===== src/rtl/dbank_pkg.sv =====
package dbank_pkg;
  // Flat block number of a word address; small blocks first or last per layout
  function automatic int unsigned blk_of(input int unsigned a, input bit top,
                                         input int unsigned aw, input int unsigned ns,
                                         input int unsigned nl, input int unsigned ss,
                                         input int unsigned ls);
    int unsigned span, base;
    span = ns << ss;
    base = (1 << aw) - span;
    if (top) begin
      if (a >= base) return nl + ((a - base) >> ss);
      return a >> ls;
    end
    if (a < span) return a >> ss;
    return ns + ((a - span) >> ls);
  endfunction

  function automatic bit is_small(input int unsigned a, input bit top,
                                  input int unsigned aw, input int unsigned ns,
                                  input int unsigned ss);
    int unsigned span;
    span = ns << ss;
    return top ? (a >= ((1 << aw) - span)) : (a < span);
  endfunction
endpackage


===== src/rtl/blk_decode.sv =====
module blk_decode #(
  parameter int AW = 20,
  parameter bit TOP_BOOT = 1'b1,
  parameter int NS = 8,
  parameter int NL = 28,
  parameter int SS = 14,
  parameter int LS = 15,
  parameter int BW = 6
) (
  input  logic [AW-1:0] addr,
  output logic [BW-1:0] blk,
  output logic          bank
);
  import dbank_pkg::*;
  localparam int SMALL_LO = TOP_BOOT ? NL : 0;
  localparam int SMALL_HI = SMALL_LO + NS - 1;

  always_comb begin
    blk  = BW'(blk_of(32'(addr), TOP_BOOT, AW, NS, NL, SS, LS));
    bank = !is_small(32'(addr), TOP_BOOT, AW, NS, SS);
  end

  // small-block bank must land in the small-block number range
  always_comb begin
    if (bank == 1'b0)
      p_bank_range_r3: assert (int'(blk) >= SMALL_LO && int'(blk) <= SMALL_HI);
  end
endmodule


===== src/rtl/lock_bank.sv =====
module lock_bank #(
  parameter int NB = 36,
  parameter int BW = 6
) (
  input  logic          clk,
  input  logic          rst_n,
  input  logic [BW-1:0] idx,
  input  logic          unlock_en,
  input  logic          lock_en,
  output logic          sel_bit
);
  logic [NB-1:0] q;

  for (genvar g = 0; g < NB; g++) begin : g_bit
    always_ff @(posedge clk) begin
      if (!rst_n)                             q[g] <= 1'b1;
      else if (unlock_en && int'(idx) == g)   q[g] <= 1'b1;
      else if (lock_en && int'(idx) == g)     q[g] <= 1'b0;
    end
    p_unlock_r7: assert property (@(posedge clk) disable iff (!rst_n)
      (unlock_en && int'(idx) == g) |=> q[g]);
    p_lock_r11: assert property (@(posedge clk) disable iff (!rst_n)
      (lock_en && !unlock_en && int'(idx) == g) |=> !q[g]);
  end

  always_comb begin
    sel_bit = 1'b0;
    for (int i = 0; i < NB; i++)
      if (int'(idx) == i) sel_bit = q[i];
  end

  p_one_change_r7: assert property (@(posedge clk) disable iff (!rst_n)
    $countones(q ^ $past(q)) <= 1);
endmodule


===== src/rtl/prot_gate.sv =====
module prot_gate (
  input  logic rp_n,
  input  logic wp_n,
  input  logic req,
  input  logic erase,
  input  logic lock_wr,
  input  logic lock_bit,
  output logic permit,
  output logic unlock_en,
  output logic lock_en,
  output logic lock_vis
);
  always_comb begin
    permit    = req && rp_n && (wp_n || lock_bit);
    unlock_en = permit && erase && wp_n;
    lock_en   = lock_wr && !req && rp_n;
    lock_vis  = rp_n && lock_bit;
  end

  always_comb begin
    if (req && !wp_n && !lock_bit)
      p_wp_locked_r5: assert (!permit);
  end
endmodule


===== src/rtl/dbank_guard.sv =====
module dbank_guard #(
  parameter int AW = 20,
  parameter bit TOP_BOOT = 1'b1,
  parameter int NS = 8,
  parameter int NL = 28,
  parameter int SS = 14,
  parameter int LS = 15,
  parameter int DW = 16,
  parameter int LOCK_POS = 6
) (
  input  logic             clk,
  input  logic             rst_n,
  input  logic             rp_n,
  input  logic             wp_n,
  input  logic [AW-1:0]    addr,
  input  logic             busy_vld,
  input  logic             busy_bank,
  input  logic             op_req,
  input  logic             op_erase,
  input  logic             lock_wr,
  output logic [5:0]       blk_num,
  output logic             bank_id,
  output logic             permit,
  output logic             rd_status,
  output logic [DW-1:0]    lock_dq
);
  localparam int NB = NS + NL;
  localparam int BW = $clog2(NB);

  logic [BW-1:0] dec_blk;
  logic          dec_bank, lock_bit, permit_nx, unlock_en, lock_en, lock_vis, route_nx;

  blk_decode #(.AW(AW), .TOP_BOOT(TOP_BOOT), .NS(NS), .NL(NL), .SS(SS), .LS(LS), .BW(BW))
    u_dec (.addr(addr), .blk(dec_blk), .bank(dec_bank));

  lock_bank #(.NB(NB), .BW(BW))
    u_lock (.clk(clk), .rst_n(rst_n), .idx(dec_blk), .unlock_en(unlock_en),
            .lock_en(lock_en), .sel_bit(lock_bit));

  prot_gate u_gate (.rp_n(rp_n), .wp_n(wp_n), .req(op_req), .erase(op_erase),
                    .lock_wr(lock_wr), .lock_bit(lock_bit), .permit(permit_nx),
                    .unlock_en(unlock_en), .lock_en(lock_en), .lock_vis(lock_vis));

  assign route_nx = busy_vld && (busy_bank == dec_bank);

  always_ff @(posedge clk) begin
    if (!rst_n) begin
      blk_num   <= '0;
      bank_id   <= 1'b0;
      permit    <= 1'b0;
      rd_status <= 1'b0;
      lock_dq   <= '0;
    end else begin
      blk_num   <= 6'(dec_blk);
      bank_id   <= dec_bank;
      permit    <= permit_nx;
      rd_status <= route_nx;
      lock_dq   <= DW'({31'd0, lock_vis}) << LOCK_POS;
    end
  end

  p_permit_rp_r9: assert property (@(posedge clk) disable iff (!rst_n)
    permit |-> $past(rp_n));
  p_route_busy_r4: assert property (@(posedge clk) disable iff (!rst_n)
    rd_status |-> $past(busy_vld));
  p_wp_override_r6: assert property (@(posedge clk) disable iff (!rst_n)
    (op_req && rp_n && wp_n) |=> permit);
endmodule


===== config.mk =====
export PLATFORM = sky130hd
export DESIGN_NAME = dbank_guard
export DESIGN_NICKNAME = d
export VERILOG_FILES = /design/src/rtl/dbank_pkg.sv /design/src/rtl/blk_decode.sv /design/src/rtl/lock_bank.sv /design/src/rtl/prot_gate.sv /design/src/rtl/dbank_guard.sv
export SDC_FILE = /design/constraint.sdc
export NUM_CORES = 1
export LEC_CHECK = 0
export BUFFER_PORTS_ARGS = -buffer_cell sky130_fd_sc_hd__buf_2
export CELL_PAD_IN_SITES_DETAIL_PLACEMENT = 1
export CELL_PAD_IN_SITES_GLOBAL_PLACEMENT = 1
export CORE_MARGIN = 2
export CORE_UTILIZATION = 40
export DETAILED_ROUTE_END_ITERATION = 10
export PLACE_DENSITY_LB_ADDON = 0.1
export SLEW_MARGIN = 5
export SYNTH_ARGS = -nofsm -noshare
export SYNTH_HDL_FRONTEND = slang
export SYNTH_SLANG_ARGS = --single-unit

===== constraint.sdc =====
create_clock -name clk -period 6.6 [get_ports clk]
set_input_delay 0.99 -clock clk [delete_from_list [all_inputs] [get_ports clk]]
set_output_delay 0.99 -clock clk [all_outputs]
set_load 0.02 [all_outputs]

==> results of run 1 <==
-- worst reg2reg max path: cells and delay by family, from the launching register on --
family / cells / cell delay (ps)
flops: 1 / 340
mux: 1 / 140
compound gates: 6 / 1040
simple gates: 1 / 190
-- synth_stat cells (all sizes together) (2+ instances only) --
library cell / number / area share [%]
a211oi: 2 / 0.55
a21oi: 8 / 1.5
a2bb2oi: 2 / 0.64
a31o: 4 / 1.3
a31oi: 4 / 0.92
a32oi: 2 / 0.64
and2: 2 / 0.55
and3: 6 / 1.4
and4: 3 / 0.97
buf: 21 / 5.4
clkbuf: 11 / 1.5
dfxtp: 46 / 34
ha: 6 / 2.8
inv: 7 / 0.97
mux2i: 3 / 1.1
nand2: 32 / 4.4
nand2b: 2 / 0.46
nand3: 14 / 2.6
nand4: 4 / 1.5
nor2: 14 / 1.9
nor3: 3 / 0.55
nor4: 2 / 1.0
o2111ai: 3 / 0.97
o211a: 2 / 0.74
o211ai: 43 / 12
o21a: 2 / 0.55
o21ai: 47 / 8.6
o22a: 2 / 0.64
o22ai: 4 / 0.92
o311a: 2 / 0.74
o311ai: 3 / 1.6
o31ai: 3 / 0.83
xnor2: 2 / 0.64
xor2: 2 / 0.64
-- power groups by stage --
stage / sequential [W] / clock [W] / combinational (W)
3_3_place_gp: 0.000290 / 0 / 0.000109
3_5_place_dp: 0.000290 / 0 / 0.000110
2_1_floorplan: 0.000294 / 0 / 0.0000780
5_1_grt: 0.000284 / 0.000231 / 0.000122
6_report: 0.000283 / 0.000217 / 0.000112
4_1_cts: 0.000283 / 0.000220 / 0.000111
-- metal layers --
layer / vias up / wire length [um]
met5: - / 0
met4: 0 / 174
met3: 18 / 347
met2: 79 / 4042
met1: 1347 / 4184
li1: 1292 / -
-- kinds of logic (layout without fill, tap and decap cells) --
| group | after synthesis | after routing |
|---|---|---|
| flip-flops | 46 | 46 |
| other | 1 | 15 |
| buffers and inverters | 39 | 53 |
| AO/OA/AOI/OAI | 141 | 141 |
| multiplexers | 4 | 4 |
| XOR/XNOR | 4 | 4 |
| AND/OR/NAND/NOR | 87 | 87 |
| adder cells (fa/ha/maj) | 6 | 6 |
-- registers in the layout (all words and copies together), names as in the netlist --
| name | count |
|---|---|
| u_lock.q | 36 |
| lock_dq | 1 |
| rd_status | 1 |
| bank_id | 1 |
| permit | 1 |
| blk_num | 6 |
-- through the flow --
stage | instance area, um^2 | hold WS, ps
floorplan | 2773 | 475.0
global placement | 2874 | 495.0
finish | 2988 | 511.5
detailed placement | 2874 | 505.4
global route | 2988 | 536.6
CTS | 2988 | 514.6
-- area by class of cell --
type | instances | area, um^2
Timing Repair Buffer | 38 | 190.2
Tap cell | 80 | 100.1
Clock inverter | 3 | 45.04
Fill cell | 816 | 3694
Inverter | 7 | 26.28
Multi-Input combinational cell | 257 | 1637
Clock buffer | 5 | 68.82
Sequential cell | 46 | 920.9
-- worst paths after layout --
check                 to  slack (ps)  cells past startpoint
max           lock_dq[6]        2890                     11
min          u_lock.q[4]         510                      2
max reg2reg   lock_dq[6]        4790                      8
min reg2reg  u_lock.q[4]         510                      2
==> results.cfg, run 1 <==
[grt]
gr-total-overflow = 0
met2_usage_pct = 38.53
antenna_found_initial = 0
grt_use_met1_pct = 34.33
grtUsageTotal_pct = 24.34
busiest_layer = met2
grt_pass1_vias = 2578
grt_pass1_wl_mm = 14.32
grt_use_met3_pct = 3.048
grt_max_degree = 43

[timing]
setup_violations = 0
finalClockSkew_ps = 8.720
maxSlewHeadroom_pct = 32.79
setup_slack_ps = 2892
tightestPinTransition_ps = 1007
slew_viol_final = 0
hold_viol_final = 0
finalCriticalPeriod_ps = 3708
period_share_pct = 56.18
rsz0062_at_grt = false
finalSetupTns_ps = 0
max_freq_mhz = 269.7

[synthesis]
yosys.area_share.simple_pct = 16.97
postSynthAreaPerCell_um2 = 8.293
synth.mux.area_fraction_pct = 1.518
synth_top_family_by_area = compound AO/OA/AOI/OAI gates
yosysWarnings = 0
syn_area_um2 = 2720
synth_compound_area_share_pct = 35.56
synth_fa_ha_area_share_pct = 2.760
ys_seq_elements = 46
synthCells = 328
synthXorXnorAreaFrac_pct = 1.288
synth_edf_count = 0
async_flop_share_pct = 0
seq_area_frac_synth_pct = 33.85
ys_types = 57
ys.flop_type = dfxtp_1

[worst_setup_path]
end_kind = flop
arrival_ps = 3920
critical_path_buf_inv_count = 2
path_delay_family = compound AO/OA/AOI/OAI gates
crit_start = addr[17]
slowest_stage = o311ai_4
slowest_delay_ps = 450
path_class = input port to flop
crit_path_start_kind = input port
path_max_fanout = 18
cp.required_ps = 6810
r2r_start = u_lock.q[3]
crit_path_cell_trace = buf_2, inv_1, ha_1, xor2_1, nand2_1, o311ai_4, and2_4, a32oi_1, o311a_1, a221o_1, and4_1

[clock_tree]
cts-resized-gates = 0
cts_buffer_depth = 2
postCtsSetupBuffers = 0
root_buffer = clkbuf_8
numCtsBuffers = 5
clock_sinks = 46
cts-hold-fix-buffers = 0
clk_latency_ps = 310
clk_pin_slew_worst_paths_ps = 90
cts_max_level = 2
cts_tree = done

[layout]
areaGrowthSynthToFinish_pct = 9.844
final_cells = 436
layout_commonest_cell = dfxtp_1
final_util_pct = 44.72
nNetsFinal = 390
final_cell_mix = dfxtp_1, o21ai_0, o211ai_1
diodes = 0
drive_above_1_share_pct = 15.73

[routing]
ant_nets = 0
first_iter_violations = 156
drc = 0
dr.pass1.iters = 4
routedWlPerCell_um = 20.07
dr_total_vias = 2736
drt-total-wl_mm = 8.749
via_per_inst = 6.275

[place]
post-place-ws_ps = 2591
dp_hpwl_mm = 6.383
place.gp.congestion = 0.9131
portBuffers = 38
placedCellCount = 428

[power]
intPower_w = 0.0004283
pwr-share-clk_pct = 35.5
seq_power_share_pct = 46.2
swShare_pct = 30.06
p_comb_share_pct = 18.3
cellPowerDensity_nw_per_um2 = 204.9
total_power_w = 0.0006123
ir_drop_v = 0.00009536
p_sw_w = 0.0001841
p_leak_nw = 1.121

[floorplanning]
rows = 30
core_um2 = 6681
dieWidth_um = 86.47
dieArea_um2 = 7476
io_pins = 54
initial_core_util_pct = 40.71
die_h_um = 86.47

[hold_path]
min-delay-start = u_lock.q[4]
hold_class = flop to flop

[run_status]
status = finished clean

[job]
maxCapViolCount = 0
Power figures use the tool's default switching activity.
==> inputs of run 2 (changes only) <==
--- a/config.mk
+++ b/config.mk
@@ -9,7 +9,7 @@
 export CELL_PAD_IN_SITES_DETAIL_PLACEMENT = 1
 export CELL_PAD_IN_SITES_GLOBAL_PLACEMENT = 1
 export CORE_MARGIN = 2
-export CORE_UTILIZATION = 40
+export CORE_UTILIZATION = 37
 export DETAILED_ROUTE_END_ITERATION = 10
 export PLACE_DENSITY_LB_ADDON = 0.1
 export SLEW_MARGIN = 5
==> constraint.sdc (replaced) <==
create_clock -name clk -period 3.1 [get_ports clk]
set_input_delay 0.465 -clock clk [delete_from_list [all_inputs] [get_ports clk]]
set_output_delay 0.465 -clock clk [all_outputs]
set_load 0.02 [all_outputs]
==> run 2 against run 1 <==
Compared with the run above: worst hold slack got worse by 120 ps; sequential share of layout area decreased by 1.5 points; clock skew is 3.4 ps lower; non-clock buffer count increased by 21; design area rose by 5.2%; routed wire length rose by 1.7%; final cell count up 9.2%; largest power group unchanged.
==> results.cfg, run 2 (synthesized netlist as in run 1, its figures left out) <==
[power]
swShare_pct = 31.06
pwr-share-clk_pct = 30.1
intPower_w = 0.0008491
p_comb_share_pct = 20.9
seq_power_share_pct = 48.9
p_leak_nw = 1.214
total_power_w = 0.001232
cellPowerDensity_nw_per_um2 = 392.0
ir_drop_v = 0.0002052
p_sw_w = 0.0003826

[timing]
maxSlewHeadroom_pct = 48.29
finalClockSkew_ps = 5.357
period_share_pct = 87.62
rsz0062_at_grt = false
setup_slack_ps = 383.8
hold_ws_ps = 389.8
hold_viol_final = 0
finalSetupTns_ps = 0
slew_viol_final = 0
finalCriticalPeriod_ps = 2716
setup_violations = 0
tightestPinTransition_ps = 775.6
max_freq_mhz = 368.2

[clock_tree]
cts_tree = done
postCtsSetupBuffers = 0
clk_latency_ps = 300
cts-hold-fix-buffers = 0
cts_max_level = 2
numCtsBuffers = 5
cts_buffer_depth = 2
clk_pin_slew_worst_paths_ps = 90
clock_sinks = 46
cts-resized-gates = 0
root_buffer = clkbuf_8

[worst_setup_path]
slowest_stage = or4_1
path_class = input port to flop
r2r_start = u_lock.q[24]
path_max_fanout = 10
slowest_delay_ps = 450
crit_start = addr[17]
cp.required_ps = 3300
crit_path_cell_trace = buf_2, buf_4, ha_1, nor4b_2, nand4_4, o21a_1, or4_1, a31oi_1, a211oi_1, a221o_1, and4_1
arrival_ps = 2920
path_delay_family = simple AND/OR/NAND/NOR gates
end_kind = flop
critical_path_buf_inv_count = 2
crit_path_start_kind = input port

[place]
dpl_cell_area_um2 = 3055
place.gp.congestion = 0.9279
post-place-ws_ps = 81.56
portBuffers = 38
dp_hpwl_mm = 6.691

[layout]
multiInputGateArea_um2 = 1637
final_cell_mix = dfxtp_1, o21ai_0, o211ai_1
largest_reg_flops = 36
nFillCells = 888
layout_commonest_cell = dfxtp_1
top_regs = u_lock.q: 36 flops, blk_num: 6 flops
regMostFlops = u_lock.q
regArea_um2 = 920.9
nNetsFinal = 411
diodes = 0
areaGrowthSynthToFinish_pct = 15.50
post-route-cell-area_um2 = 3142
drive_above_1_share_pct = 20.16

[grt]
met2_usage_pct = 35.54
grt_max_degree = 43
grt_pass1_vias = 2713
antenna_found_initial = 0
grt_pass1_wl_mm = 14.92
grt_use_met1_pct = 32.29
grtUsageTotal_pct = 22.79
grt_use_met3_pct = 4.023
gr-total-overflow = 0
busiest_layer = met2

[routing]
drt-total-wl_mm = 8.902
dr_total_vias = 2766
first_iter_violations = 176
via_per_inst = 5.811
drc = 0
dr.pass1.iters = 4
ant_nets = 0
routedWlPerCell_um = 18.70

[job]
maxCapViolCount = 0

[floorplanning]
initial_core_util_pct = 37.91
dieArea_um2 = 8053
rows = 31
die_h_um = 89.74
io_pins = 54
core_um2 = 7176
dieWidth_um = 89.74

[run_status]
status = finished clean

[hold_path]
hold_class = input port to flop
min-delay-start = busy_vld
==> run 2: final timing paths <==
kind	cells past startpoint	slack (ps)	end
setup / recovery	11	380	lock_dq[6]
hold / removal	2	390	rd_status
setup reg to reg	5	1350	lock_dq[6]
hold reg to reg	2	510	u_lock.q[35]
==> run 2: stage by stage <==
stage                     cells  utilization, %
after floorplan             342               -
after global placement      468           42.58
after detailed placement    468           42.58
after CTS                   476           43.78
after global routing        476           43.78
final                       476           43.78
==> run 2: cell type report <==
cell class | count | area share, %
clock inverters | 2 | 0.4381
multi-input cells | 257 | 52.09
flip-flops and latches | 46 | 29.31
inverters | 7 | 0.8363
repair buffers | 59 | 11.07
well taps | 99 | 3.943
clock buffers | 6 | 2.310
==> run 2: routing by layer <==
layer	wire length, um	part of all wire [%]
met1	4165	47
met2	4086	46
met3	519	5.8
met4	131	1.5
met5	0	0
==> run 2: power by group through the flow <==
stage | logic, W | clock network (W) | registers (W)
after detailed placement | 0.000255 | 0 | 0.000617
after global placement | 0.000253 | 0 | 0.000617
final | 0.000258 | 0.000371 | 0.000603
after CTS | 0.000257 | 0.000382 | 0.000603
after global routing | 0.000284 | 0.000414 | 0.000604
after floorplan | 0.000166 | 0 | 0.000626
